`src/rtl/ccd_seq_pkg.sv`:
```
package ccd_seq_pkg;

  typedef enum logic [2:0] {
    ST_IDLE,
    ST_INTEG,
    ST_CLEAR,
    ST_VSHIFT,
    ST_HREAD
  } seq_state_t;

  typedef struct packed {
    logic v1;
    logic v2;
    logic v3;
    logic tg;
    logic h1;
    logic h2;
    logic rg;
    logic sg;
  } ccd_clk_t;

endpackage

```
`src/rtl/ccd_cnt.sv`:
```
module ccd_cnt #(
  parameter int W = 8
) (
  input  logic         clk,
  input  logic         rst_n,
  input  logic         clr,
  input  logic         en,
  output logic [W-1:0] q
);

  logic [W-1:0] q_d;

  always_comb begin
    q_d = q;
    if (clr)     q_d = '0;
    else if (en) q_d = q + W'(1);
  end

  always_ff @(posedge clk or negedge rst_n) begin
    if (!rst_n) q <= '0;
    else        q <= q_d;
  end

endmodule

```
`src/rtl/ccd_phase.sv`:
```
module ccd_phase
  import ccd_seq_pkg::*;
#(
  parameter int CW       = 8,
  parameter int PIX_CLKS = 4,
  parameter int RG_CLKS  = 1
) (
  input  seq_state_t    state,
  input  logic          mpp,
  input  logic          hold_low,
  input  logic          skip,
  input  logic [2:0]    seg,
  input  logic [CW-1:0] cyc,
  output ccd_clk_t      ph
);

  logic first_half;
  assign first_half = cyc < CW'(PIX_CLKS / 2);

  always_comb begin
    ph    = '0;
    ph.v1 = 1'b1;
    unique case (state)
      ST_IDLE: ;
      ST_INTEG: begin
        if (mpp) ph = '0;
      end
      ST_VSHIFT: begin
        ph.h1 = 1'b1;
        ph.h2 = skip;
        case (seg)
          3'd0: ph.v1 = !hold_low;
          3'd1: ph.v2 = 1'b1;
          3'd2: begin
            ph.v1 = 1'b0;
            ph.v2 = 1'b1;
            ph.v3 = 1'b1;
          end
          3'd3: ph.v3 = 1'b1;
          3'd4: ph.tg = 1'b1;
          default: ;
        endcase
      end
      ST_CLEAR, ST_HREAD: begin
        ph.h1 = first_half;
        ph.h2 = !first_half;
        ph.sg = !first_half;
        ph.rg = cyc < CW'(RG_CLKS);
      end
      default: ;
    endcase
  end

endmodule

```
`src/rtl/ccd_seq.sv`:
```
module ccd_seq
  import ccd_seq_pkg::*;
#(
  parameter int LINES        = 330,
  parameter int PIX_PER_LINE = 1135,
  parameter int ACTIVE_PIX   = 1130,
  parameter int PIX_CLKS     = 500,
  parameter int RG_CLKS      = 50,
  parameter int VOVL_CLKS    = 1260,
  parameter int VSET_CLKS    = 406,
  parameter int IW           = 24,
  localparam int LW = (LINES > 1) ? $clog2(LINES) : 1
) (
  input  logic          clk,
  input  logic          rst_n,
  input  logic          start_i,
  input  logic          mode_mpp_i,
  input  logic [IW-1:0] int_len_i,
  input  logic [LW-1:0] roi_first_i,
  input  logic [LW-1:0] roi_last_i,
  output logic          v1_o,
  output logic          v2_o,
  output logic          v3_o,
  output logic          tg_o,
  output logic          h1_o,
  output logic          h2_o,
  output logic          rg_o,
  output logic          sg_o,
  output logic          pix_valid_o,
  output logic          line_end_o,
  output logic          frame_act_o
);

  localparam int CP  = $clog2(PIX_CLKS);
  localparam int CV  = $clog2((VOVL_CLKS > VSET_CLKS) ? VOVL_CLKS : VSET_CLKS);
  localparam int CH  = (CP > CV) ? CP : CV;
  localparam int CW  = (CH > IW) ? CH : IW;
  localparam int UP  = $clog2(PIX_PER_LINE);
  localparam int UW  = (UP > 3) ? UP : 3;

  seq_state_t    state_q, state_d;
  logic          mpp_q;
  logic [IW-1:0] ilen_q;
  logic [LW-1:0] first_q, last_q;
  logic          load;
  logic          line_inc;
  logic          cyc_end, phase_end;
  logic [CW-1:0] cyc_q, seg_last;
  logic [UW-1:0] unit_q;
  logic [LW-1:0] line_q, line_nx;
  logic          roi_cur, roi_nxt, line_is_last;
  ccd_clk_t      ph;

  // counters: cycle within unit, unit (segment or pixel), line slot
  ccd_cnt #(.W(CW)) u_cyc (
    .clk(clk), .rst_n(rst_n),
    .clr(cyc_end || state_q == ST_IDLE), .en(1'b1), .q(cyc_q)
  );
  ccd_cnt #(.W(UW)) u_unit (
    .clk(clk), .rst_n(rst_n),
    .clr(phase_end || state_q == ST_IDLE), .en(cyc_end), .q(unit_q)
  );
  ccd_cnt #(.W(LW)) u_line (
    .clk(clk), .rst_n(rst_n),
    .clr(load), .en(line_inc), .q(line_q)
  );

  assign line_nx      = line_q + LW'(1);
  assign roi_cur      = (line_q >= first_q) && (line_q <= last_q);
  assign roi_nxt      = (line_nx >= first_q) && (line_nx <= last_q);
  assign line_is_last = line_q == LW'(LINES - 1);
  assign seg_last     = (unit_q >= UW'(1) && unit_q <= UW'(3)) ?
                        CW'(VOVL_CLKS - 1) : CW'(VSET_CLKS - 1);

  always_comb begin
    cyc_end   = 1'b0;
    phase_end = 1'b0;
    unique case (state_q)
      ST_INTEG: begin
        cyc_end   = cyc_q == CW'(ilen_q);
        phase_end = cyc_end;
      end
      ST_VSHIFT: begin
        cyc_end   = cyc_q == seg_last;
        phase_end = cyc_end && unit_q == UW'(5);
      end
      ST_CLEAR, ST_HREAD: begin
        cyc_end   = cyc_q == CW'(PIX_CLKS - 1);
        phase_end = cyc_end && unit_q == UW'(PIX_PER_LINE - 1);
      end
      default: ;
    endcase
  end

  // next state
  always_comb begin
    state_d  = state_q;
    load     = 1'b0;
    line_inc = 1'b0;
    unique case (state_q)
      ST_IDLE: begin
        if (start_i) begin
          state_d = ST_INTEG;
          load    = 1'b1;
        end
      end
      ST_INTEG: begin
        if (phase_end) state_d = ST_VSHIFT;
      end
      ST_VSHIFT: begin
        if (phase_end) begin
          if (roi_cur)           state_d = ST_HREAD;
          else if (line_is_last) state_d = ST_IDLE;
          else begin
            line_inc = 1'b1;
            state_d  = roi_nxt ? ST_CLEAR : ST_VSHIFT;
          end
        end
      end
      ST_HREAD: begin
        if (phase_end) begin
          if (line_is_last) state_d = ST_IDLE;
          else begin
            line_inc = 1'b1;
            state_d  = ST_VSHIFT;
          end
        end
      end
      ST_CLEAR: begin
        if (phase_end) state_d = ST_VSHIFT;
      end
      default: state_d = ST_IDLE;
    endcase
  end

  // registers
  always_ff @(posedge clk or negedge rst_n) begin
    if (!rst_n) state_q <= ST_IDLE;
    else        state_q <= state_d;
  end

  always_ff @(posedge clk or negedge rst_n) begin
    if (!rst_n) begin
      mpp_q   <= 1'b0;
      ilen_q  <= '0;
      first_q <= '0;
      last_q  <= '0;
    end else if (load) begin
      mpp_q   <= mode_mpp_i;
      ilen_q  <= int_len_i;
      first_q <= roi_first_i;
      last_q  <= roi_last_i;
    end
  end

  ccd_phase #(.CW(CW), .PIX_CLKS(PIX_CLKS), .RG_CLKS(RG_CLKS)) u_phase (
    .state   (state_q),
    .mpp     (mpp_q),
    .hold_low(mpp_q && line_q == '0),
    .skip    (!roi_cur),
    .seg     (unit_q[2:0]),
    .cyc     (cyc_q),
    .ph      (ph)
  );

  assign v1_o        = ph.v1;
  assign v2_o        = ph.v2;
  assign v3_o        = ph.v3;
  assign tg_o        = ph.tg;
  assign h1_o        = ph.h1;
  assign h2_o        = ph.h2;
  assign rg_o        = ph.rg;
  assign sg_o        = ph.sg;
  assign pix_valid_o = state_q == ST_HREAD && unit_q < UW'(ACTIVE_PIX);
  assign line_end_o  = state_q == ST_HREAD && phase_end;
  assign frame_act_o = state_q != ST_IDLE;

endmodule

```
`config.mk`:
```
export PLATFORM = sky130hd
export DESIGN_NAME = ccd_seq
export DESIGN_NICKNAME = d
export VERILOG_FILES = /design/src/rtl/ccd_seq_pkg.sv /design/src/rtl/ccd_cnt.sv /design/src/rtl/ccd_phase.sv /design/src/rtl/ccd_seq.sv
export SDC_FILE = /design/constraint.sdc
export NUM_CORES = 1
export LEC_CHECK = 0
export BUFFER_PORTS_ARGS = -buffer_cell sky130_fd_sc_hd__buf_2
export CELL_PAD_IN_SITES_DETAIL_PLACEMENT = 1
export CELL_PAD_IN_SITES_GLOBAL_PLACEMENT = 2
export CORE_UTILIZATION = 37
export DETAILED_ROUTE_END_ITERATION = 10
export GPL_TIMING_DRIVEN = 0
export PLACE_DENSITY = 0.83
export SYNTH_ARGS = -nofsm -noshare
export SYNTH_HDL_FRONTEND = slang
export SYNTH_SLANG_ARGS = --single-unit
```
`constraint.sdc`:
```
create_clock -name clk -period 3.45 [get_ports clk]
set_clock_uncertainty 0.2 [all_clocks]
set_input_delay 0.345 -clock clk [delete_from_list [all_inputs] [get_ports clk]]
set_output_delay 0.345 -clock clk [all_outputs]
set_load 0.01 [all_outputs]
```
[Word-level counts from Yosys, hierarchy flattened]
Cells that the tools add are included.
Storage, ports and cells
  register bits after elaboration: 90
  input bits: 46
  output and inout bits: 11
  logic and storage cells: 94
Operators by class
  $add $sub $neg: 3
  order comparisons: 9
  eq/ne operators: 18
  muxes and demuxes: 32
  reductions and logical operators: 24
Operators with widths (count)
  11-bit 2-to-1 mux: 3
  24-bit by 1-bit adder with 24-bit output (second input constant): 1
  24-bit by 11-bit == test with 1-bit output: 1
  24-bit == test: 1
  24-bit by 9-bit == test with 1-bit output (second input constant): 1
  24-bit by 6-bit less-than comparator with 1-bit output (second input constant): 1
  24-bit by 8-bit less-than comparator with 1-bit output (second input constant): 1
  24-bit 2-to-1 mux: 1
  9-bit greater-or-equal comparator: 2
  9-bit less-or-equal comparator: 2
  9-bit 2-to-1 mux: 2
  3-bit 2-to-1 mux: 5
  3-bit by 2-bit == test with 1-bit output (second input constant): 4
  3-bit case mux with 4 select lines: 1
  11-bit by 1-bit adder with 11-bit output (second input constant): 1
  11-bit == test (second input constant): 1
  11-bit by 3-bit == test with 1-bit output (second input constant): 1
  11-bit by 1-bit greater-or-equal comparator with 1-bit output (second input constant): 1
  11-bit by 2-bit less-or-equal comparator with 1-bit output (second input constant): 1
  11-bit less-than comparator (second input constant): 1
  1-bit 2-to-1 mux: 10
  9-bit by 1-bit adder with 9-bit output (second input constant): 1
  9-bit == test (second input constant): 1
  9-bit zero test: 1
  19 further kinds: 41

[Depth between registers and ports, before layout]
Gate-level depths: netlist of the first run.
  depth in word-level cells: 10
  depth in mapped cells: 12
  gate-level depth less buffers: 12

[Hierarchy]
Synthesis of the first run repeated with hierarchy kept, for this count alone.
Unflattened totals
  cell total of the unflattened synthesis: 586
  area total of the unflattened synthesis: 5800.6 sq um
By module, submodules not included
  ccd_seq: times used 1, cells each 333, area an instance 3331.9 sq um, sequential area each 1151.1 sq um
  ccd_cnt at u_cyc: times used 1, cells each 129, area an instance 1238.7 sq um, sequential area each 600.6 sq um
  ccd_cnt at u_unit: times used 1, cells each 54, area an instance 556.8 sq um, sequential area each 275.3 sq um
  ccd_cnt at u_line: times used 1, cells each 43, area an instance 459.2 sq um, sequential area each 225.2 sq um
  ccd_phase: times used 1, cells each 27, area an instance 214.0 sq um, sequential area each 0.0 sq um

[Worst setup path after synthesis of the first run]
OpenSTA, ideal clock, no wires.
  kind: register to register
  from: reg u_line.q[3]
  to: reg state_q[0]
  library setup time: 0.130 ns
  data arrival time: 2.424 ns
  data required time: 3.120 ns
  path slack: 0.696 ns
  stages on the path, launching flop included: 12
  path buffers: 0
  clock period less this slack: 2.754 ns
  cells stage by stage: dfrtp_1 -> nand3_1 -> nor2_1 -> nand4_1 -> xnor2_1 -> ha_1 -> or4_1 -> a221o_1 -> o22ai_1 -> o22ai_1 -> a41oi_1 -> o32ai_1
Between the ends
  longest elaborated chain between the ends: 8
  elaborated cells on any way between the ends: 15
  classes of those cells: 1 x add/sub; 4 x order compare; 1 x eq/ne; 7 x mux; 2 x reduce/logical
RTL lines
  start: declaration: RTL line ccd_cnt.sv:8  | output logic [W-1:0] q
  start signal: assignment: RTL line ccd_cnt.sv:21  | else q <= q_d;
  9-bit by 1-bit adder with 9-bit output: RTL line ccd_seq.sv:68  | assign line_nx = line_q + LW'(1);
  9-bit greater-or-equal comparator or 9-bit less-or-equal comparator (tied branches): RTL line ccd_seq.sv:70  | assign roi_nxt = (line_nx >= first_q) && (line_nx <= last_q);
  1-bit logical AND: RTL line ccd_seq.sv:70
  1-bit 2-to-1 mux: RTL line ccd_seq.sv:116  | state_d = roi_nxt ? ST_CLEAR : ST_VSHIFT;
  2-bit 2-to-1 mux: RTL line ccd_seq.sv:113  | else if (line_is_last) state_d = ST_IDLE;
  3-bit 2-to-1 mux: RTL line ccd_seq.sv:112  | if (roi_cur) state_d = ST_HREAD;
  3-bit 2-to-1 mux: RTL line ccd_seq.sv:111  | if (phase_end) begin
  3-bit case mux with 4 select lines (*): RTL line ccd_seq.sv:100  | unique case (state_q)
  end signal: assignment: RTL line ccd_seq.sv:139  | else state_q <= state_d;
  end: declaration: RTL line ccd_seq.sv:41  | seq_state_t state_q, state_d;
Every way passes the cells marked *; elsewhere a longest branch is shown, timed or not. The select of a mux whose other input is x is not followed.
A chain may end at the register's enable or synchronous reset.

[Worst setup path after layout of the first run]
  from: reg u_unit.q[1]
  to: out line_end_o
Between the ends
  longest elaborated chain between the ends: 7
  elaborated cells on any way between the ends: 11
  classes of those cells: 2 x order compare; 3 x eq/ne; 2 x mux; 4 x reduce/logical
RTL lines
  start: declaration: RTL line ccd_cnt.sv:8
  start signal: assignment: RTL line ccd_cnt.sv:21
  11-bit by 1-bit greater-or-equal comparator with 1-bit output or 11-bit by 2-bit less-or-equal comparator with 1-bit output (tied branches): RTL line ccd_seq.sv:72  | assign seg_last = (unit_q >= UW'(1) && unit_q <= UW'(3)) ?
  1-bit logical AND: RTL line ccd_seq.sv:72
  11-bit 2-to-1 mux: RTL line ccd_seq.sv:72
  24-bit by 11-bit == test with 1-bit output: RTL line ccd_seq.sv:84  | cyc_end = cyc_q == seg_last;
  1-bit logical AND: RTL line ccd_seq.sv:85  | phase_end = cyc_end && unit_q == UW'(5);
  1-bit case mux with 3 select lines (*): RTL line ccd_seq.sv:78  | unique case (state_q)
  1-bit logical AND (*): RTL line ccd_seq.sv:175  | assign line_end_o = state_q == ST_HREAD && phase_end;
  end: declaration: RTL line ccd_seq.sv:30  | output logic line_end_o,
Every way passes the cells marked *; elsewhere a longest branch is shown, timed or not.

==> results of run 1 <==
## worst max-delay path, delay by kind of cell, from the launching register on
| family | cells | cell delay [ps] |
|---|---|---|
| AND/OR/NAND/NOR | 2 | 500 |
| AO/OA/AOI/OAI | 4 | 870 |
| buffers and inverters | 2 | 240 |
| adder cells (fa/ha/maj) | 1 | 240 |
| flip-flops | 1 | 490 |
## cells by family (layout without fill, tap and decap cells)
| logic type | count (synthesis) | count (layout) | synth area share |
|---|---|---|---|
| simple gates | 305 | 305 | 0.2545 |
| flops | 90 | 90 | 0.3974 |
| compound gates | 83 | 83 | 0.1015 |
| xor+xnor | 61 | 61 | 0.09426 |
| buf+inv | 55 | 157 | 0.03907 |
| fa+ha+maj | 45 | 45 | 0.09934 |
| mux | 7 | 7 | 0.01391 |
## worst paths after layout
kind | from | end | slack (ps) | cells after the start
worst max register to register | u_line.q[3] | state_q[0] | 230 | 11
worst min-delay path | roi_last_i[5] | last_q[5] | 10 | 3
max in group asynchronous | rst_n | u_cyc.q[10] | 2000 | 3
worst max-delay path | u_unit.q[1] | line_end_o | 220 | 9
min in group asynchronous | rst_n | last_q[4] | 380 | 2
worst min register to register | ilen_q[3] | ilen_q[3] | 300 | 2
## metrics by stage
stage          setup WS, ps  std cells  area, um2  hold WS, ps
2_1_floorplan         695.7        646       5668       -150.6
4_1_cts               138.2        932       6765        1.439
3_3_place_gp          260.3        886       6178        288.7
6_report              215.9        932       6777        10.30
3_5_place_dp          188.6        887       6201        239.7
5_1_grt               7.379        932       6777        22.00
## Yosys cell counts, types with 2 or more instances
master / count / area (um2)
a211oi_2: 2 / 25.02
a31oi_1: 3 / 18.77
inv_1: 27 / 101.4
nand2b_1: 2 / 12.51
nand4_1: 29 / 181.4
xor2_1: 16 / 140.1
a21oi_1: 15 / 75.07
nand3_1: 27 / 135.1
xnor2_1: 45 / 394.1
mux2_2: 7 / 78.83
nand2_1: 134 / 503.0
or4_1: 2 / 15.01
and3_1: 3 / 18.77
o211ai_1: 2 / 15.01
buf_2: 12 / 60.06
o21bai_1: 2 / 15.01
nor3_1: 11 / 55.05
ha_1: 45 / 563.0
o22ai_1: 3 / 18.77
clkbuf_1: 16 / 60.06
and4_1: 4 / 35.03
nor4_1: 11 / 68.82
a31o_2: 2 / 17.52
and2_1: 8 / 50.05
nor4_2: 4 / 50.05
dfrtp_1: 90 / 2252
a211oi_1: 3 / 22.52
o21ai_0: 26 / 130.1
o211a_1: 2 / 20.02
a21o_1: 8 / 60.06
o21a_1: 3 / 22.52
nor2_1: 55 / 206.5
nor2b_1: 7 / 43.79
## registers in the layout, indices dropped and copies added (netlist names)
signal,cells
last_q,9
state_q,3
u_line.q,9
u_unit.q,11
u_cyc.q,24
mpp_q,1
first_q,9
ilen_q,24
## placed cells by master (no fill, tap or decap), types with 18 or more instances in the layout
cell type / instances
buf_2: 67
inv_1: 27
nand3_1: 27
xnor2_1: 45
nor2_1: 55
o21ai_0: 26
ha_1: 45
nand2_1: 134
dlygate4sd3_1: 29
nand4_1: 29
clkbuf_1: 18
dfrtp_1: 88
## power by group through the flow
stage,Combinational [uW],Sequential [uW],Clock (uW)
detailed placement,825,1390,0
floorplan,587,1340,0
global placement,781,1380,0
CTS,861,1370,964
finish,859,1370,942
global route,983,1390,994
## area by class of cell
type / instances / area, um2 / share of cell area
Clock buffer: 12 / 246.5 / 0.03637
Inverter: 27 / 101.3 / 0.01496
Clock inverter: 4 / 27.53 / 0.004062
Timing Repair Buffer: 86 / 593.1 / 0.08752
Tap cell: 184 / 230.2 / 0.03397
Buffer: 28 / 120.1 / 0.01773
Multi-Input combinational cell: 501 / 3203 / 0.4727
Sequential cell: 90 / 2255 / 0.3327
## routing by layer
metal,track usage,vias up,routed length [um]
met4,0.09142,0,425
li1,-,2409,-
met2,0.3706,98,7805
met1,0.3086,2411,8090
met5,0,-,0
met3,0.02931,33,523
## repair_timing
action                     in CTS  in global routing
setup endpoints to repair       0                 10
gates resized for setup         0                  3
hold buffers                   29                  0
hold endpoints to repair       80                  0
buffers inserted                0                  0
==> results by group, run 1 <==
Status
  – Status: completed

Worst setup path
  – Worst path max stage delay: 490 ps
  – CP required: 2900 ps
  – Arrival time worst endpoint: 2690 ps
  – CP Capture Type: output pin
  – Critical-path top delay cell: dfrtp_1
  – Cell breakdown of the critical path: inv_1 > ha_1 > or3_1 > o2111a_1 > a21oi_1 > o21ai_2 > o211ai_4 > nor2b_1 > buf_2
  – Critical-path maximum fanout: 9
  – Setup CP Type: flop to output pin
  – Crit start category: flop

Pwr
  – Clk pwr share: 0.297
  – LEAKAGE: between 0.003 and 0.004 uW
  – Peak VDD IR: between 200 and 250 uV
  – Switching power: around 1100 uW
  – Sw Ratio: 0.3407
  – Pwr Total: 3172 uW
  – Gate power share: 0.271
  – Power density over the cells: 468.1 nW/um2
  – Seq pwr share: 0.432
  – P_int: 2091 uW

Clocking
  – Clock Tree Root: clkbuf_16
  – Htree depth: 3
  – Worst-skew pair later-pin latency: 350 ps
  – Cts bufs inserted: 9
  – CTS tree: built
  – Clock sink count: 90
  – Worst-case clock buffer depth: 2
  – Clock-pin slew on the worst setup and hold paths: 60 ps

Logic synthesis
  – Sequential fraction of the synthesis area: 0.3974
  – Syn_area_per_cell: approximately 9 um2
  – Post-synthesis cell count: around 650
  – Syn_nets: 737
  – Unique masters post-synth: 53
  – Cell Area, Synth: 5668 um2
  – Synth async-reset ratio: 1.000
  – Yosys warnings: 0
  – EDFF count, synth: 0
  – FF+latch count, synth: 90
  – Prevailing post-synth register cell: dfrtp_1

STA
  – Worst slew pin tran: 715.8 ps
  – Setup TNS: 0 ps
  – Final Cycle Share: 0.9374
  – Unrepaired setup endpoints after global routing: false
  – Max Slew Vio Count: 0
  – Min cycle time layout: ~3200 ps
  – Fmax: a little over 0.3 GHz
  – Final Hold Viols: 0
  – Worst rel slew slack: 0.5228
  – Final setup viols: 0

Placed design
  – Port-buffer cells: 56
  – Global placement routability congestion: 0.8643
  – Detail Placement HPWL: 12640 um

Finish
  – Share of layout cells above drive strength 1: 0.1417
  – Final net count: approximately 830
  – Post-layout util: 0.4593
  – ANT cells: 0
  – Fillcell total: 1780
  – Area growth from synthesis to layout: 19.56%

Die
  – Die height: 125.8 um
  – Cell Rows: 44
  – Die area: 15820 um2
  – Initial core utilization: 0.3842
  – Chip Width: 125.8 um
  – Core area: 14750 um2
  – # IOs: 57

Routing
  – DR DRC count: 0
  – Routed Antenna Nets: 0
  – DRT Wirelength: approximately 17000 um
  – Initial DRC Count: 153
  – WL per Instance: between 15 and 20 um
  – Via density: 5.312
  – Vias: ~5000
  – Drt first pass iters: 4

GRT
  – Maximum number of pins on one net before global-route repair: 54
  – Vias in the first global route: around 5500
  – GRT Total Usage: 0.2279
  – Wire length of the first global-routing pass: 28190 um
  – Gr ovfl total: 0
  – Initial antenna violation count: 0

Flow run
  – Max cap viols: 0

Hold path
  – Class of the worst hold path: primary input to flop
Power figures use the tool's default switching activity.
==> inputs of run 2 (changes only) <==
--- a/config.mk
+++ b/config.mk
@@ -5,13 +5,14 @@
 export SDC_FILE = /design/constraint.sdc
 export NUM_CORES = 1
 export LEC_CHECK = 0
+export ABC_AREA = 1
 export BUFFER_PORTS_ARGS = -buffer_cell sky130_fd_sc_hd__buf_2
 export CELL_PAD_IN_SITES_DETAIL_PLACEMENT = 1
 export CELL_PAD_IN_SITES_GLOBAL_PLACEMENT = 2
-export CORE_UTILIZATION = 37
+export CORE_UTILIZATION = 36
 export DETAILED_ROUTE_END_ITERATION = 10
 export GPL_TIMING_DRIVEN = 0
-export PLACE_DENSITY = 0.83
+export PLACE_DENSITY = 0.78
 export SYNTH_ARGS = -nofsm -noshare
 export SYNTH_HDL_FRONTEND = slang
 export SYNTH_SLANG_ARGS = --single-unit
==> results by group, run 2 <==
Clocking
  – Clock-pin slew on the worst setup and hold paths: 70 ps
  – Worst-skew pair later-pin latency: 360 ps
  – Clock Tree Root: clkbuf_16
  – Worst-case clock buffer depth: 2
  – Cts bufs inserted: 9
  – Clock sink count: 90
  – CTS tree: built
  – Htree depth: 3

Worst setup path
  – CP required: 2900 ps
  – R2r startpoint: u_line.q[0]
  – Setup CP Type: flop to output pin
  – Crit path buffers/inverters: 2
  – R2R Setup Slk: 340 ps
  – Crit start category: flop
  – Worst path max stage delay: 500 ps
  – FF-to-FF End: state_q[0]
  – Cell breakdown of the critical path: ha_1 > inv_1 > nor2_1 > nand3_1 > nand2_1 > nand4_1 > nand2_1 > nand3_1 > o21ai_2 > and2_1 > buf_2
  – Arrival time worst endpoint: 2690 ps
  – Crit path max-delay family: simple AND/OR/NAND/NOR gates
  – Critical-path top delay cell: dfrtp_1
  – Critical-path maximum fanout: 10
  – Worst Reg2Reg Path Length in Cells: 17
  – CP Capture Type: output pin

Die
  – Cell Rows: 47
  – Core area: 16760 um2
  – Chip Width: 133.8 um
  – Die height: 133.8 um
  – # IOs: 57
  – Initial core utilization: 0.3733
  – Die area: 17910 um2

Finish
  – Most frequent cells in the layout: nand2_1 (157), nor2_1 (113), dfrtp_1 (87)
  – Share of layout cells above drive strength 1: 0.1701
  – Biggest regs: ilen_q (24), u_cyc.q (24), u_unit.q (11)
  – Most common cell after layout, fill and taps aside: nand2_1
  – Final net count: 969
  – Post-layout util: 0.4269
  – ANT cells: 0
  – Final non-filler cell total: ~1100
  – Area growth from synthesis to layout: 14.34%
  – Fillcell total: 2144

Logic synthesis
  – Syn_nets: 898
  – Yosys warnings: 0
  – Synth async-reset ratio: 1.000
  – Synth top area share: 0.3599
  – Most common cell in the netlist: nand2_1
  – Area leader, netlist: dfrtp_1
  – Unique masters post-synth: 44
  – Cell Area, Synth: 6257 um2
  – Prevailing post-synth register cell: dfrtp_1
  – EDFF count, synth: 0
  – Sequential fraction of the synthesis area: 0.3599
  – Post-synthesis cell count: just over 800
  – Largest cells by area after synthesis: dfrtp_1 (36%), nand2_1 (9.4%), ha_1 (9.0%), nor2_1 (6.8%), inv_1 (5.2%)
  – Syn_area_per_cell: 7.754 um2
  – FF+latch count, synth: 90
  – Commonest cells in the netlist: nand2_1 (157), nor2_1 (113), dfrtp_1 (90)

Pwr
  – Peak VDD IR: 320.4 uV
  – Power density over the cells: a little over 600 nW/um2
  – LEAKAGE: 0.003600 uW

STA
  – Min cycle time layout: 3238 ps
  – Fmax: approximately 0.31 GHz
  – Final Hold Viols: 0
  – Max Slew Vio Count: 0
  – Final setup viols: 0
  – Worst slew pin tran: 582.6 ps
  – Final Cycle Share: 0.9385
  – Worst rel slew slack: 0.6116

GRT
  – Met1 global-route usage: 0.3235
  – Initial antenna violation count: 0
  – GRT Max-Usage Layer: met2
  – Grt met2 use: 0.3636
  – GRT Total Usage: 0.2290
  – Wire length of the first global-routing pass: approximately 32000 um
  – Gr ovfl total: 0
  – Maximum number of pins on one net before global-route repair: a little over 70
  – Vias in the first global route: around 6000
  – Met3 global-route usage: 0.03326

Hold path
  – Hold path startpoint: roi_last_i[0]
  – Sink of the worst hold path: last_q[0]
  – Hold Path Depth: 2
  – Class of the worst hold path: primary input to flop

Placed design
  – Detail Placement HPWL: 15410 um
  – Port-buffer cells: 56
  – Global placement routability congestion: 0.8902
  – Placed insts: 1084

Routing
  – Via density: 5.146
  – Initial DRC Count: 274
  – WL per Instance: 17.52 um
  – Routed Antenna Nets: 0
  – DRT Wirelength: 19310 um
  – DR DRC count: 0
  – Drt first pass iters: 5
  – Vias: 5671

Flow run
  – Max cap viols: 0

Status
  – Status: completed
## run 2: how the worst max path moves through the flow
stage	from	endpoint	slack [ps]	cells past startpoint
after global routing	u_line.q[1]	state_q[0]	-10	17
after detailed placement	u_line.q[0]	state_q[0]	40	16
after floorplan	u_line.q[0]	state_q[0]	890	17
after global placement	u_line.q[0]	state_q[0]	200	15
final	u_unit.q[0]	line_end_o	210	11
after CTS	u_line.q[0]	state_q[0]	10	16
## run 2: final cells by class
| class | instances | area [um2] | share of cell area |
|---|---|---|---|
| Tap cell | 220 | 275.3 | 0.03847 |
| Buffer | 18 | 113.9 | 0.01591 |
| Timing Repair Buffer | 60 | 335.3 | 0.04687 |
| Inverter | 90 | 337.8 | 0.04722 |
| Clock buffer | 10 | 239.0 | 0.03340 |
| Multi-Input combinational cell | 609 | 3558 | 0.4974 |
| Clock inverter | 5 | 38.79 | 0.005421 |
| Sequential cell | 90 | 2256 | 0.3153 |
## run 2: power by group
part           internal [uW]  switching [uW]  total, uW
registers               1350             221       1570
clock network            508             451        959
logic                    712            1200       1910
## run 2: cell families (layout without fill, tap and decap cells)
logic type	after synthesis	after routing	share of synthesized area
xor+xnor	42	42	0.05879
fa+ha+maj	45	45	0.08998
flops	90	90	0.3599
compound gates	83	83	0.07179
mux	22	22	0.03959
simple gates	417	417	0.3077
buf+inv	108	183	0.07219
## run 2: per-layer routing
layer  share of wire  wire length [um]
met5               0                 0
met4           0.013               244
met3           0.034               660
met2            0.45              8689
met1            0.50              9714
## run 2: timing repair
item,CTS,global route
endpoints found under the hold margin,20,0
setup buffers,0,2
resized for setup,0,4
hold buffers,1,0
setup endpoints to repair,0,1
## run 2: stage by stage
step | setup WS (ps) | TNS [ps] | area, um2 | hold slack [ps] | power, uW
2_1_floorplan | 885.7 | 0 | 6257 | -150.6 | 2866
3_3_place_gp | 197.9 | 0 | 6813 | 289.6 | 3405
3_5_place_dp | 41.50 | 0 | 6843 | 70.49 | 3524
4_1_cts | 11.18 | 0 | 7131 | 9.203 | 4506
5_1_grt | -10.29 | -10.29 | 7154 | 15.59 | 4786
6_report | 212.1 | 0 | 7154 | 13.22 | 4439
